**src/rtl/txpoll_pkg.sv**
```systemverilog
// Package: shared constants and types for the transmit poll timer.
// Assumes a 32-bit register word holding a 16-bit value.
package txpoll_pkg;

    localparam int unsigned TP_WORD_W = 32;
    localparam int unsigned TP_VAL_W  = 16;
    localparam int unsigned TP_IGN_W  = 4;

    // Register select encoding used on the access port.
    typedef enum logic {
        TP_SEL_COUNT = 1'b0,
        TP_SEL_INTVL = 1'b1
    } tp_sel_e;

endpackage

```
**src/rtl/txpoll_access.sv**
```systemverilog
// Module: txpoll_access
// Gates the register port on the stop/suspend state, decodes the
// select into per-register write enables and muxes the read data.
// Assumes reads are combinational and the reserved upper part of the
// word is always zero.
module txpoll_access #(
    parameter int unsigned DATA_W = 32,
    parameter int unsigned VAL_W  = 16
) (
    input  logic              stop_i,
    input  logic              susp_i,
    input  logic              reg_wr,
    input  logic              reg_rd,
    input  logic              reg_sel,
    input  logic [DATA_W-1:0] reg_wdata,
    input  logic [VAL_W-1:0]  cnt_val,
    input  logic [VAL_W-1:0]  iv_val,
    output logic              cnt_we,
    output logic              iv_we,
    output logic              wr_any,
    output logic [VAL_W-1:0]  wval,
    output logic [DATA_W-1:0] reg_rdata
);
    import txpoll_pkg::*;

    localparam int unsigned PAD_W = DATA_W - VAL_W;

    logic             port_open;
    logic             rd_ok;
    logic [VAL_W-1:0] rd_val;
    tp_sel_e          sel;

    // Purpose: the port is open only while stopped or suspended.
    always_comb begin
        port_open = stop_i | susp_i;
        sel       = tp_sel_e'(reg_sel);
        wr_any    = reg_wr & port_open;
        rd_ok     = reg_rd & port_open;
    end

    // Purpose: decode the select into one write enable per register.
    always_comb begin
        cnt_we = 1'b0;
        iv_we  = 1'b0;
        if (wr_any) begin
            unique case (sel)
                TP_SEL_COUNT: cnt_we = 1'b1;
                TP_SEL_INTVL: iv_we  = 1'b1;
                default: ;
            endcase
        end
    end

    // Purpose: keep only the value bits of the write word.
    always_comb begin
        wval = reg_wdata[VAL_W-1:0];
    end

    // Purpose: select the read value, zero when the read is not allowed.
    always_comb begin
        rd_val = '0;
        if (rd_ok) begin
            unique case (sel)
                TP_SEL_COUNT: rd_val = cnt_val;
                TP_SEL_INTVL: rd_val = iv_val;
                default:      rd_val = '0;
            endcase
        end
    end

    generate
        if (PAD_W > 0) begin : g_pad
            logic unused_wr_hi;
            // Purpose: reserved write bits are discarded.
            always_comb unused_wr_hi = ^reg_wdata[DATA_W-1:VAL_W];
            // Purpose: reserved read bits are driven as zero.
            always_comb reg_rdata = {{PAD_W{1'b0}}, rd_val};
        end else begin : g_nopad
            // Purpose: word and value have the same width.
            always_comb reg_rdata = rd_val;
        end
    endgenerate

endmodule

```
**src/rtl/txpoll_interval.sv**
```systemverilog
// Module: txpoll_interval
// Holds the programmed interval and derives the counter start value
// from it: the low IGN_W bits are replaced by zeros, and the implied
// top bit is left out because the counter keeps it implicitly.
// Assumes the register is not touched by reset; only the init pulse
// loads the default of zero.
module txpoll_interval #(
    parameter int unsigned VAL_W = 16,
    parameter int unsigned IGN_W = 4
) (
    input  logic             clk,
    input  logic             init_i,
    input  logic             we,
    input  logic [VAL_W-1:0] wval,
    output logic [VAL_W-1:0] iv_q,
    output logic [VAL_W-1:0] start_val
);

    // Purpose: load the default on init, otherwise accept allowed writes.
    always_ff @(posedge clk) begin
        if (init_i) begin
            iv_q <= '0;
        end else if (we) begin
            iv_q <= wval;
        end
    end

    generate
        if (IGN_W > 0) begin : g_mask
            // Purpose: clear the ignored granularity bits.
            always_comb start_val = {iv_q[VAL_W-1:IGN_W], {IGN_W{1'b0}}};
        end else begin : g_full
            // Purpose: every bit is significant.
            always_comb start_val = iv_q;
        end
    endgenerate

endmodule

```
**src/rtl/txpoll_counter.sv**
```systemverilog
// Module: txpoll_counter
// Poll time counter. The stored value is the low VAL_W bits of a
// count whose top bit is always one, so passing all-ones is the
// carry out of the implied bit. On that carry it reloads from the
// start value and raises a registered one-clock strobe.
// Assumes rst_n only clears the strobe and halts counting; the count
// itself survives reset and is set by init or by an allowed write.
module txpoll_counter #(
    parameter int unsigned VAL_W = 16
) (
    input  logic             clk,
    input  logic             rst_n,
    input  logic             init_i,
    input  logic             run_en,
    input  logic             wr_any,
    input  logic             we,
    input  logic [VAL_W-1:0] wval,
    input  logic [VAL_W-1:0] start_val,
    output logic [VAL_W-1:0] cnt_q,
    output logic             poll_q
);

    logic             adv;
    logic             wrap;
    logic [VAL_W-1:0] cnt_nx;

    // Purpose: advance only when running, out of reset, and no access or init.
    always_comb begin
        adv  = rst_n & run_en & ~init_i & ~wr_any;
        wrap = &cnt_q;
    end

    // Purpose: next count with priority init, write, advance.
    always_comb begin
        cnt_nx = cnt_q;
        if (init_i) begin
            cnt_nx = '0;
        end else if (we) begin
            cnt_nx = wval;
        end else if (adv) begin
            cnt_nx = wrap ? start_val : cnt_q + 1'b1;
        end
    end

    // Purpose: the count register, not reset.
    always_ff @(posedge clk) begin
        cnt_q <= cnt_nx;
    end

    // Purpose: one-clock strobe on the carry out of the implied top bit.
    always_ff @(posedge clk) begin
        if (!rst_n) begin
            poll_q <= 1'b0;
        end else begin
            poll_q <= adv & wrap;
        end
    end

endmodule

```
**src/rtl/txpoll_timer.sv**
```systemverilog
// Module: txpoll_timer (top)
// Transmit descriptor poll timer: programmable interval register,
// poll time counter and a gated register port. Emits poll_o once per
// programmed period while run_en is high.
// Assumes stop_i/susp_i/run_en come from the controller state machine
// and init_i is a pulse from the initialization sequence.
module txpoll_timer #(
    parameter int unsigned DATA_W = txpoll_pkg::TP_WORD_W,
    parameter int unsigned VAL_W  = txpoll_pkg::TP_VAL_W,
    parameter int unsigned IGN_W  = txpoll_pkg::TP_IGN_W
) (
    input  logic              clk,
    input  logic              rst_n,
    input  logic              init_i,
    input  logic              run_en,
    input  logic              stop_i,
    input  logic              susp_i,
    input  logic              reg_wr,
    input  logic              reg_rd,
    input  logic              reg_sel,
    input  logic [DATA_W-1:0] reg_wdata,
    output logic [DATA_W-1:0] reg_rdata,
    output logic              poll_o
);

    logic             cnt_we;
    logic             iv_we;
    logic             wr_any;
    logic [VAL_W-1:0] wval;
    logic [VAL_W-1:0] cnt_q;
    logic [VAL_W-1:0] iv_q;
    logic [VAL_W-1:0] start_val;
    logic             poll_q;

    txpoll_access #(
        .DATA_W (DATA_W),
        .VAL_W  (VAL_W)
    ) u_access (
        .stop_i    (stop_i),
        .susp_i    (susp_i),
        .reg_wr    (reg_wr),
        .reg_rd    (reg_rd),
        .reg_sel   (reg_sel),
        .reg_wdata (reg_wdata),
        .cnt_val   (cnt_q),
        .iv_val    (iv_q),
        .cnt_we    (cnt_we),
        .iv_we     (iv_we),
        .wr_any    (wr_any),
        .wval      (wval),
        .reg_rdata (reg_rdata)
    );

    txpoll_interval #(
        .VAL_W (VAL_W),
        .IGN_W (IGN_W)
    ) u_interval (
        .clk       (clk),
        .init_i    (init_i),
        .we        (iv_we),
        .wval      (wval),
        .iv_q      (iv_q),
        .start_val (start_val)
    );

    txpoll_counter #(
        .VAL_W (VAL_W)
    ) u_counter (
        .clk       (clk),
        .rst_n     (rst_n),
        .init_i    (init_i),
        .run_en    (run_en),
        .wr_any    (wr_any),
        .we        (cnt_we),
        .wval      (wval),
        .start_val (start_val),
        .cnt_q     (cnt_q),
        .poll_q    (poll_q)
    );

    // Purpose: drive the strobe output from the counter's register.
    always_comb poll_o = poll_q;

endmodule

```
**config.mk**
```make
export PLATFORM = sky130hd
export DESIGN_NAME = txpoll_timer
export DESIGN_NICKNAME = d
export VERILOG_FILES = /design/src/rtl/txpoll_pkg.sv /design/src/rtl/txpoll_access.sv /design/src/rtl/txpoll_interval.sv /design/src/rtl/txpoll_counter.sv /design/src/rtl/txpoll_timer.sv
export SDC_FILE = /design/constraint.sdc
export NUM_CORES = 1
export LEC_CHECK = 0
export ABC_AREA = 0
export BUFFER_PORTS_ARGS = -buffer_cell sky130_fd_sc_hd__buf_4
export CELL_PAD_IN_SITES_DETAIL_PLACEMENT = 1
export CELL_PAD_IN_SITES_GLOBAL_PLACEMENT = 1
export CORE_ASPECT_RATIO = 0.6
export CORE_MARGIN = 10
export CORE_UTILIZATION = 32
export CTS_CLUSTER_DIAMETER = 80
export CTS_CLUSTER_SIZE = 10
export DETAILED_ROUTE_END_ITERATION = 8
export GPL_TIMING_DRIVEN = 0
export PLACE_DENSITY_LB_ADDON = 0.1
export SYNTH_ARGS = -nofsm -noshare
export SYNTH_HDL_FRONTEND = slang
export SYNTH_SLANG_ARGS = --single-unit
```
**constraint.sdc**
```tcl
create_clock -name clk -period 1.6 [get_ports clk]
set_input_delay 0.32 -clock clk [delete_from_list [all_inputs] [get_ports clk]]
set_output_delay 0.32 -clock clk [all_outputs]
set_load 0.005 [all_outputs]
```
[Word level (Yosys, flattened, before mapping)]
Cells that the tools add are included.
Widths: inputs -> output; s select.
Storage, ports and cells
  register bits after elaboration: 33
  bits in latches: 0
  memory bits (writable): 0
  bits in read-only memories: 0
  input port bits: 41
  word-level logic and storage cells: 25
  memories: 0
Operators by class
  add/sub/neg operators: 1
  $mul: 0
  divide/modulo/power cells: 0
  $lt $le $gt $ge: 0
  equality and inequality tests: 0
  shifts and indexed selects: 0
  multiplexer cells: 9
  bitwise logic cells: 10
  reduce and logical (&&, ||, !) cells: 2
Operators with widths (count)
  $mux 16: 4
  $pmux 16 s2: 1
  $add 16x1->16 const B: 1
  $reduce_and 16->1: 1
  $and 1x1->1: 6
  $mux 1: 4
  $not 1->1: 3
  $reduce_bool 2->1: 1
  $or 1x1->1: 1

[Logic depth before layout (Yosys ltp)]
  depth after elaboration: 6
  mapped depth: 7
  gate-level depth less buffers: 6

[Hierarchy]
From an unflattened synthesis, not the netlist that was laid out.
Second synthesis, totals
  cell total of the unflattened synthesis: 297
  area total of the unflattened synthesis: 2453.6 um2
Modules (own cells, without submodules)
  txpoll_counter: instances 1, cells each 156, area an instance 1213.7 um2
  txpoll_interval: instances 1, cells each 69, area an instance 704.4 um2
  txpoll_access: instances 1, cells each 72, area an instance 535.5 um2

[Worst setup path after synthesis]
No wires, ideal clock.
  path kind: flip-flop to flip-flop
  start: reg u_counter.cnt_q[0]
  end: reg u_counter.cnt_q[11]
  library setup time: 0.142 ns
  arrival time: 1.511 ns
  path slack: -0.053 ns
  cell stages (with the launch flop): 7
  period minus slack after synthesis: 1.653 ns
  path through: dfxtp_1 -> ha_1 -> and4_1 -> nand4_2 -> or3_1 -> o21ai_0 -> a221oi_1
Between the ends
  longest elaborated chain between the ends: 4
  elaborated cells between the ends (all ways): 5
RTL lines
  from (decl): line txpoll_counter.sv:19  | output logic [VAL_W-1:0] cnt_q,
  from (signal assigned): line txpoll_counter.sv:47  | cnt_q <= cnt_nx;
  $add 16x1->16 / $reduce_and 16->1 (equally long branches): line txpoll_counter.sv:41, txpoll_counter.sv:30
  $mux 16 (*): line txpoll_counter.sv:41  | cnt_nx = wrap ? start_val : cnt_q + 1'b1;
  $mux 16 (*): line txpoll_counter.sv:40  | end else if (adv) begin
  $mux 16 (*): line txpoll_counter.sv:38  | end else if (we) begin
Mark *: on every way between the ends. The rest lies on a longest branch, timed or not. The select of a mux whose other input is x is not followed.
A chain may end at the register's enable or synchronous reset.

[Final worst setup path]
  start: reg u_counter.cnt_q[1]
  end: reg u_counter.cnt_q[11]
Same word-level chain as after synthesis.

==> impl_metrics.env <==
export IMPL_synth_xor_area_share_pct=2.91
export IMPL_drive_gt1_share_pct=42.2
export IMPL_r2r_cells=6
export IMPL_finalHoldViolations=0
export IMPL_dp_slack_ns=-0.617
export IMPL_cts_sinks=33
export IMPL_io_pins=74
export IMPL_clk_pin_slew_worst_paths_ns=0.08
export IMPL_port_buffers=40
export IMPL_clk_latency_ns=0.29
export IMPL_gp_congestion=0.896
export IMPL_hold_path_class="in2reg"
export IMPL_grt_use_met2_pct=23.4
export IMPL_power_per_cell_area_nw_per_um2=651
export IMPL_antenna_found_initial=0
export IMPL_finalCritPeriodShare_pct=101
export IMPL_fp_dieH_um=82.9
export IMPL_ys_async_sr_fraction_pct=0
export IMPL_coreArea_um2=6250
export IMPL_drcViolationCount=0
export IMPL_grt_overflow=0
export IMPL_syn_area_per_cell_um2=7.64
export IMPL_relSlewSlack_pct=59.7
export IMPL_synth_compound_area_share_pct=18.3
export IMPL_cts_root_buf="clkbuf_8"
export IMPL_initial_core_util_pct=33.8
export IMPL_dp_cells=415
export IMPL_status="finished with violations"
export IMPL_leakage_nw=1.34
export IMPL_cts_buffers=5
export IMPL_yosys_most_used_dff="dfxtp_1"
export IMPL_first_pass_iters=4
export IMPL_dieArea_um2=10300
export IMPL_cts_buffer_depth=2
export IMPL_top_usage_layer="met2"
export IMPL_synthAdderAreaFrac_pct=0.593
export IMPL_crit_type="reg2reg"
export IMPL_hpwlAfterDp_um=5960
export IMPL_fp_row_count=22
export IMPL_drt_initial_drc_count=178
export IMPL_vias=2369
export IMPL_fin_ws_ns=-0.0205
export IMPL_vdd_ir_drop_max_v=0.000292
export IMPL_gr_usage_met3_pct=5.20
export IMPL_crit_path_end_kind="flop"
export IMPL_rsz0062_at_grt="yes"
export IMPL_fin_skew_ns=0.0125
export IMPL_avgRoutedWirePerCell_um=19.2
export IMPL_critPathMaxFanout=6
export IMPL_cts_hold_buf=0
export IMPL_route_antenna_remaining_nets=0
export IMPL_h_tree_depth=2
export IMPL_grt_pass1_vias=2519
export IMPL_ys_seq_area_share_pct=31.3
export IMPL_ys_warn_count=0
export IMPL_synthMuxAreaShare_pct=9.02
export IMPL_gr_usage_met1_pct=21.9
export IMPL_cp_start_kind="flop"
export IMPL_fmax_mhz=617
export IMPL_synth_edf_count=0
export IMPL_fill_cells=760
export IMPL_synth_distinct_cells=51
export IMPL_cts_tree="yes"
export IMPL_synth_top_family_by_area="simple AND/OR/NAND/NOR gates"
export IMPL_n_antenna_cell=0
export IMPL_slew_viol_final=0
export IMPL_die_x_um=125
export IMPL_grt_pass1_wl_um=13700
export IMPL_vias_per_cell=5.28
export IMPL_drv_cap=0
export IMPL_nets=406
export IMPL_worst_pin_slew_ns=0.605
export IMPL_crit_arrival_ns=1.77
export IMPL_syn_to_final_growth_pct=48.0
export IMPL_final_cell_mix="84 x buf_4, 45 x nand2_1, 23 x a21oi_1, 22 x nor2_1, 19 x dfxtp_1"
export IMPL_synth_area_um2=2110
export IMPL_ff2ff_setup_slack_ns=-0.02
export IMPL_totalPowerFinal_mw=2.03
export IMPL_hold_slack_ns=0.276
export IMPL_synth_simple_area_share_pct=27.2
export IMPL_setup_viol=2
export IMPL_syn_inst=276
export IMPL_violations="setup timing"
export IMPL_grtUsageTotal_pct=15.8
export IMPL_wl_um=8600
export IMPL_crit_required_ns=1.75
export IMPL_final_common_cell="buf_4"
export IMPL_final_instance_count_excl_fill=449
export IMPL_finalCriticalPeriod_ns=1.62
export IMPL_hold_depth=3
export IMPL_synth_seq_cells=33
export IMPL_grt_max_degree=11
==> per-layer routing <==
metal	vias to the layer above	routed length [um]	part of all wire [%]
met2	71	3770	44
li1	1130	-	-
met1	1164	4220	49
met4	0	34	0.40
met5	-	0	0
met3	4	572	6.7
==> what timing repair did <==
item,in CTS,in global routing
gates resized for setup,47,34
setup buffers,17,14
setup endpoints to repair,35,34
pin swaps,13,12
==> cell type report <==
cell class	count	area, um^2	share of cell area, %
plain buffers	31	215	6.89
clock buffers	7	96.3	3.08
clock inverters	1	5.00	0.160
inverters	3	11.3	0.361
multi-input cells	220	1450	46.5
flip-flops and latches	33	698	22.4
well taps	84	105	3.37
repair buffers	70	541	17.3
==> per-stage QoR <==
stage	utilization, %	setup TNS [ns]	area, um^2
finish	50.0	-0.0236	3120
global route	50.0	-0.510	3120
CTS	47.3	-0.225	2960
detailed placement	41.3	-14.92	2580
global placement	41.3	-13.46	2580
floorplan	-	0	2180
==> synthesized netlist by cell type, drive strengths merged (3+ instances only) <==
master	number	area [um^2]
buf	27	180
and4	3	28.8
and3	4	25.0
o211ai	3	22.5
or3	3	18.8
dfxtp	33	661
a22oi	3	22.5
nand2	47	176
nand4	6	50.0
a31oi	3	18.8
nor4	3	25.0
xnor2	3	26.3
nor3	5	30.0
nor2	26	97.6
o21ai	9	45.0
clkbuf	8	30.0
nand3b	3	22.5
inv	3	11.3
a21oi	26	134
nand3	6	30.0
mux2i	19	190
xor2	4	35.0
==> critical path: stages, from the launching register on <==
cell and delay [ns]:
dfxtp_4 0.39, ha_4 0.18, and4_4 0.25, nand4_4 0.11, or3_1 0.41, o21ai_2 0.08
a221oi_2 0.07
==> where the power goes <==
| group | switching (mW) | total (mW) | internal, mW |
|---|---|---|---|
| Clock | 0.342 | 0.732 | 0.390 |
| Combinational | 0.214 | 0.404 | 0.190 |
| Sequential | 0.0427 | 0.897 | 0.855 |
| Total | 0.599 | 2.03 | 1.43 |
==> cell families (layout without fill, tap and decap cells) <==
| kind of cell | after synthesis | count (layout) |
|---|---|---|
| XOR/XNOR | 7 | 7 |
| AO/OA/AOI/OAI | 61 | 61 |
| AND/OR/NAND/NOR | 116 | 116 |
| multiplexers | 19 | 19 |
| adder cells (fa/ha/maj) | 1 | 1 |
| flip-flops | 33 | 33 |
| buffers and inverters | 38 | 112 |
| other | 1 | 16 |
==> flip-flops by register name (all words and copies together), names as in the netlist <==
register,count
u_counter.cnt_q,16
u_counter.poll_q,1
u_interval.iv_q,16
==> worst paths after layout <==
check	startpoint	endpoint
max	u_counter.cnt_q[1]	u_counter.cnt_q[11]
min	reg_wdata[7]	u_interval.iv_q[7]
max reg2reg	u_counter.cnt_q[1]	u_counter.cnt_q[11]
min reg2reg	u_interval.iv_q[2]	u_interval.iv_q[2]
No activity file was read; power rests on OpenSTA's default activity.
